[src/rtl/ushift_pkg.sv]
package ushift_pkg;

  // Mode code at the block edge. The encoding is part of the interface.
  typedef enum logic [1:0] {
    MODE_HOLD  = 2'b00,
    MODE_RIGHT = 2'b01,
    MODE_LEFT  = 2'b10,
    MODE_LOAD  = 2'b11
  } modeCode_t;

  // Source that each bit's selector picks.
  typedef enum logic [1:0] {
    SEL_OWN   = 2'b00,
    SEL_LEFT  = 2'b01,
    SEL_RIGHT = 2'b10,
    SEL_PAR   = 2'b11
  } cellSel_t;

  // Strobes from the control to the datapath.
  typedef struct packed {
    logic     zero;
    cellSel_t sel;
  } ctlStrobes_t;

endpackage

[src/rtl/ushift_ctrl.sv]
module ushift_ctrl
  import ushift_pkg::*;
(
  input  logic        clr,
  input  logic [1:0]  mode,
  output ctlStrobes_t strobes
);

  modeCode_t modeCode;

  assign modeCode = modeCode_t'(mode);

  always_comb begin
    strobes.zero = clr;
    unique case (modeCode)
      MODE_HOLD:  strobes.sel = SEL_OWN;
      MODE_RIGHT: strobes.sel = SEL_LEFT;
      MODE_LEFT:  strobes.sel = SEL_RIGHT;
      MODE_LOAD:  strobes.sel = SEL_PAR;
      default:    strobes.sel = SEL_OWN;
    endcase
  end

endmodule

[src/rtl/ushift_cell.sv]
module ushift_cell
  import ushift_pkg::*;
(
  input  logic        clk,
  input  ctlStrobes_t strobes,
  input  logic        leftNb,
  input  logic        rightNb,
  input  logic        parBit,
  output logic        q
);

  logic nextQ;

  always_comb begin
    unique case (strobes.sel)
      SEL_OWN:   nextQ = q;
      SEL_LEFT:  nextQ = leftNb;
      SEL_RIGHT: nextQ = rightNb;
      SEL_PAR:   nextQ = parBit;
      default:   nextQ = q;
    endcase
  end

  always_ff @(posedge clk) begin
    if (strobes.zero) q <= 1'b0;
    else              q <= nextQ;
  end

endmodule

[src/rtl/ushift_datapath.sv]
module ushift_datapath
  import ushift_pkg::*;
#(
  parameter int WIDTH = 4
) (
  input  logic             clk,
  input  ctlStrobes_t      strobes,
  input  logic             serInLeft,
  input  logic             serInRight,
  input  logic [WIDTH-1:0] parIn,
  output logic [WIDTH-1:0] word
);

  localparam int LeftIdx  = WIDTH - 1;
  localparam int RightIdx = 0;

  for (genvar i = 0; i < WIDTH; i++) begin : gCell
    logic leftNb;
    logic rightNb;

    if (i == LeftIdx) begin : gLeftEnd
      assign leftNb = serInLeft;
    end else begin : gLeftInner
      assign leftNb = word[i+1];
    end

    if (i == RightIdx) begin : gRightEnd
      assign rightNb = serInRight;
    end else begin : gRightInner
      assign rightNb = word[i-1];
    end

    ushift_cell uCell (
      .clk     (clk),
      .strobes (strobes),
      .leftNb  (leftNb),
      .rightNb (rightNb),
      .parBit  (parIn[i]),
      .q       (word[i])
    );
  end

endmodule

[src/rtl/ushift_reg.sv]
module ushift_reg
  import ushift_pkg::*;
#(
  parameter int WIDTH = 4
) (
  input  logic             clk,
  input  logic             clr,
  input  logic [1:0]       mode,
  input  logic             serInLeft,
  input  logic             serInRight,
  input  logic [WIDTH-1:0] parIn,
  output logic [WIDTH-1:0] parOut,
  output logic             serOutLeft,
  output logic             serOutRight
);

  ctlStrobes_t      strobes;
  logic [WIDTH-1:0] word;

  ushift_ctrl uCtrl (
    .clr     (clr),
    .mode    (mode),
    .strobes (strobes)
  );

  ushift_datapath #(.WIDTH(WIDTH)) uData (
    .clk        (clk),
    .strobes    (strobes),
    .serInLeft  (serInLeft),
    .serInRight (serInRight),
    .parIn      (parIn),
    .word       (word)
  );

  assign parOut      = word;
  assign serOutLeft  = word[WIDTH-1];
  assign serOutRight = word[0];

endmodule

[config.mk]
export PLATFORM = sky130hd
export DESIGN_NAME = ushift_reg
export DESIGN_NICKNAME = d
export VERILOG_FILES = /design/src/rtl/ushift_pkg.sv /design/src/rtl/ushift_ctrl.sv /design/src/rtl/ushift_cell.sv /design/src/rtl/ushift_datapath.sv /design/src/rtl/ushift_reg.sv
export SDC_FILE = /design/constraint.sdc
export NUM_CORES = 1
export LEC_CHECK = 0
export BUFFER_PORTS_ARGS = -buffer_cell sky130_fd_sc_hd__buf_4
export CAP_MARGIN = 30
export CORE_AREA = 2 2 39 41
export DETAILED_ROUTE_END_ITERATION = 7
export DIE_AREA = 0 0 41 43
export PLACE_DENSITY = 0.46
export SYNTH_ARGS = -nofsm -noshare
export SYNTH_HDL_FRONTEND = slang
export SYNTH_SLANG_ARGS = --single-unit
[constraint.sdc]
create_clock -name clk -period 1.2 [get_ports clk]
set_clock_uncertainty 0.1 [all_clocks]
set_input_delay 0.3 -clock clk [delete_from_list [all_inputs] [get_ports clk]]
set_output_delay 0.3 -clock clk [all_outputs]
set_load 0.005 [all_outputs]
# --- Word-level counts from Yosys, hierarchy flattened ---
# Index checks and enable logic that the tools add are counted.
totals:
  reg_bits: 4
  inputBits: 10
  output_inout_bits: 6
  word_cells: 17
op_classes:
  n_eq_ne: 6
  mux: 5
  n_reduce_logical: 2
op_table:
  columns: ["op", "count"]
  rows:
  - ["$pmux 1 s3", 4]
  - ["$eq 2x2->1 const B", 4]
  - ["$pmux 2 s4", 1]
  - ["$eq 2x1->1 const B", 2]
  - ["$logic_not 2->1", 2]

# --- Longest topological paths before layout ---
depth:
  word_depth: 4
  mapped_depth: 2
  depth_no_buf: 2

# --- Hierarchy ---
# Synthesis repeated with hierarchy kept, for this count alone.
unflattened:
  hier_cells: 21
  area_unflattened_um2: 285.3
by_module_without_submodules:
  columns: ["module", "n_inst", "cells_each", "area_each_um2", "seq_area_each_um2"]
  rows:
  - ["ushift_cell", 4, 3, 56.3, 20.0]
  - ["ushift_datapath", 1, 4, 30.0, 0.0]
  - ["ushift_ctrl", 1, 3, 15.0, 0.0]
  - ["ushift_reg", 1, 2, 15.0, 0.0]

# --- Worst setup path after synthesis ---
# Ideal clock, no wire load.
synth_timing:
  path_kind: "in2reg"
  startpoint: "input port mode[0]"
  endpoint: "register uData.gCell[0].uCell.q"
  setup_ns: 0.114
  arrival_ns: 0.882
  required_time_ns: 0.986
  setup_slack_ns: 0.104
  cell_stages: 2
  path_buffers: 0
  path_cell_list: "mux4_2 > nor2b_1"
synth_via:
  elab_chain_len: 4
  elab_cells_between_ends: 10
  classes_between: "eq/ne: 6; mux: 2; reduce/logical: 2"
synth_rtl:
  columns: ["item", "line", "rtl"]
  rows:
  - ["from (decl)", "ushift_reg.sv:8", "input logic [1:0] mode,"]
  - ["$eq 2x2->1 (tied with other cells)", "ushift_ctrl.sv:15", "unique case (modeCode)"]
  - ["$pmux 2 s4 *", "ushift_ctrl.sv:15", null]
  - ["$eq 2x2->1 / $eq 2x1->1 (equally long branches)", "ushift_cell.sv:15", "unique case (strobes.sel)"]
  - ["$pmux 1 s3", "ushift_cell.sv:15", null]
  - ["to (signal assigned)", "ushift_cell.sv:26", "else q <= nextQ;"]
  - ["to (decl)", "ushift_cell.sv:9", "output logic q"]
# Every way passes the cells marked *; elsewhere a longest branch is shown, timed or not.
# A chain may end at the register's enable or synchronous reset.

# --- Final worst setup path ---
layout_timing:
  startpoint: "register uData.gCell[3].uCell.q"
  endpoint: "register uData.gCell[2].uCell.q"
layout_via:
  elab_chain_len: 1
layout_rtl:
  columns: ["item", "line"]
  rows:
  - ["from (decl)", "ushift_cell.sv:9"]
  - ["from (signal assigned)", "ushift_cell.sv:26"]
  - ["$pmux 1 s3", "ushift_cell.sv:15"]
  - ["to (signal assigned)", "ushift_cell.sv:26"]
  - ["to (decl)", "ushift_cell.sv:9"]
# No other way between the ends.

==> flow_summary.json <==
{
  "finalWorstSetupSlack_ns": 0.0554,
  "yosysSeqAreaShare": 0.356,
  "netlist_instances": 16,
  "largest_register_ffs": 4,
  "synthMuxAreaShare": 0.400,
  "cts_htree_levels": 1,
  "wl_um": 529,
  "stdcell_area_sq_um": 365,
  "p_leak_nw": 0.167,
  "io_buffers": 15,
  "synthSimpleGateAreaFrac": 0.111,
  "place.gp.congestion": 0.657,
  "antenna_cells": 0,
  "vias_per_cell": 4.17,
  "cp_data_required_time_ns": 1.22,
  "ctsHoldBuffers": 0,
  "cts_root_buf": "clkbuf_4",
  "utilization": 0.264,
  "min_period_over_period": 0.954,
  "setup_violations": 0,
  "hold_violations": 0,
  "fmax_mhz": 874,
  "worstMarginPinSlew_ns": 0.155,
  "whs_ns": 0.154,
  "drive_above_1_share": 0.750,
  "clockBufferDepth": 2,
  "synth-compound-area-share": 0,
  "gr-usage-all-layers": 0.0718,
  "yosys_warnings": 0,
  "cts_sinks": 4,
  "ys_ff_latch": 4,
  "core.rowCount": 14,
  "yosys.area_share.adder": 0,
  "route.detailed.drc": 0,
  "grt_pass1_vias": 207,
  "regMostFlops": "uData.gCell.uCell.q",
  "syn_area_sq_um": 225,
  "grt_pass1_wl_um": 765,
  "postCtsSetupRepairBufs": 0,
  "ioPinCount": 16,
  "crit_path_max_fanout": 4,
  "rsz0062_at_grt": "no",
  "area_growth_pct": 62.2,
  "vias": 200,
  "ant_nets": 0,
  "final_nets": 44,
  "min_path_type": "in2reg",
  "cp-end-kind": "flop",
  "slew_headroom": 0.897,
  "die_h_um": 43,
  "cts.clk_slew.worst_paths_ns": 0.03,
  "place_area_sq_um": 343,
  "overflow": 0,
  "synth_top_family_by_area": "multiplexers",
  "core_sq_mm": 0.00138,
  "antenna_found_initial": 0,
  "start_util": 0.163,
  "tns_ns": 0,
  "syn_avg_cell_area_sq_um": 14.1,
  "drv_slew": 0,
  "numCtsBuffers": 3,
  "period_needed_ns": 1.14,
  "grt_max_degree": 5,
  "synth_xor_area_frac": 0,
  "synth_fp_nets": 26,
  "max_cap_viol_count": 0,
  "initialDrtViolationCount": 0,
  "outcome": "completed",
  "critPathKind": "reg2reg",
  "die_w_um": 41,
  "die_area_sq_mm": 0.00176,
  "first_pass_iters": 1,
  "wl_per_cell_um": 11.0,
  "cts_resized": 0,
  "worst_ep_arrival_time_ns": 1.17,
  "critPathLaunchType": "flop",
  "cts_tree": "yes",
  "clkLatencyLatePin_ns": 0.23,
  "power.density_mw_per_mm2": 1090,
  "ys_types": 4,
  "top_regs": "uData.gCell.uCell.q: 4 flops",
  "ir_drop_mv": 0.219,
  "preCtsSetupSlack_ns": -0.0628
}
[cell usage after synthesis, drive strengths merged]
cell type,n,area (sq um)
buf,4,30.0
dfxtp,4,80.1
mux4,4,90.1
nor2b,4,25.0
[where the power goes]
part	leakage, nW	internal [mW]	total, mW	switching [mW]
registers	0.0329	0.143	0.153	0.00995
logic	0.120	0.0632	0.0841	0.0209
clock network	0.0138	0.111	0.160	0.0482
[metal layers]
metal  track usage  up-vias  routed length, um
met4        0.0800        0                  0
met3        0.0157        0                 66
met2         0.103       16                254
met5             0        -                  0
met1        0.0757       94                209
li1              -       90                  -
[layout make-up]
type | count | area [sq um]
multi-input combinational | 8 | 115
fill | 146 | 1020
timing repair buffer | 17 | 128
clock buffer | 3 | 22.5
tap | 16 | 20.0
sequential | 4 | 80.1
[cell families after synthesis]
logic type             after synthesis
DFF                                  4
muxes                                4
and+or+nand+nor                      4
buffers and inverters                4
[per-stage QoR]
stage	instances	power, mW
floorplan	16	0.193
CTS	48	0.407
detailed placement	45	0.241
global placement	45	0.237
global route	48	0.421
finish	48	0.396
[path summary, 6_finish.rpt]
kind / to / startpoint / slack (ns) / depth (start not counted)
hold / removal: uData.gCell[3].uCell.q / clr / 0.15 / 2
setup / recovery: uData.gCell[2].uCell.q / uData.gCell[3].uCell.q / 0.06 / 2
hold reg to reg: uData.gCell[3].uCell.q / uData.gCell[2].uCell.q / 0.66 / 2
setup reg to reg: uData.gCell[2].uCell.q / uData.gCell[3].uCell.q / 0.06 / 2
[layout by cell type (no fill, tap or decap)]
cell type  synthesis  final
dfxtp_1            4      4
clkbuf_4           0      3
buf_4              4     17
nor2b_1            4      4
mux4_2             4      4
[worst max-delay path, cell delays in order (launching register included)]
cell and delay, ns:
dfxtp_1 0.33, mux4_2 0.46, nor2b_1 0.14
Power figures use the tool's default switching activity.
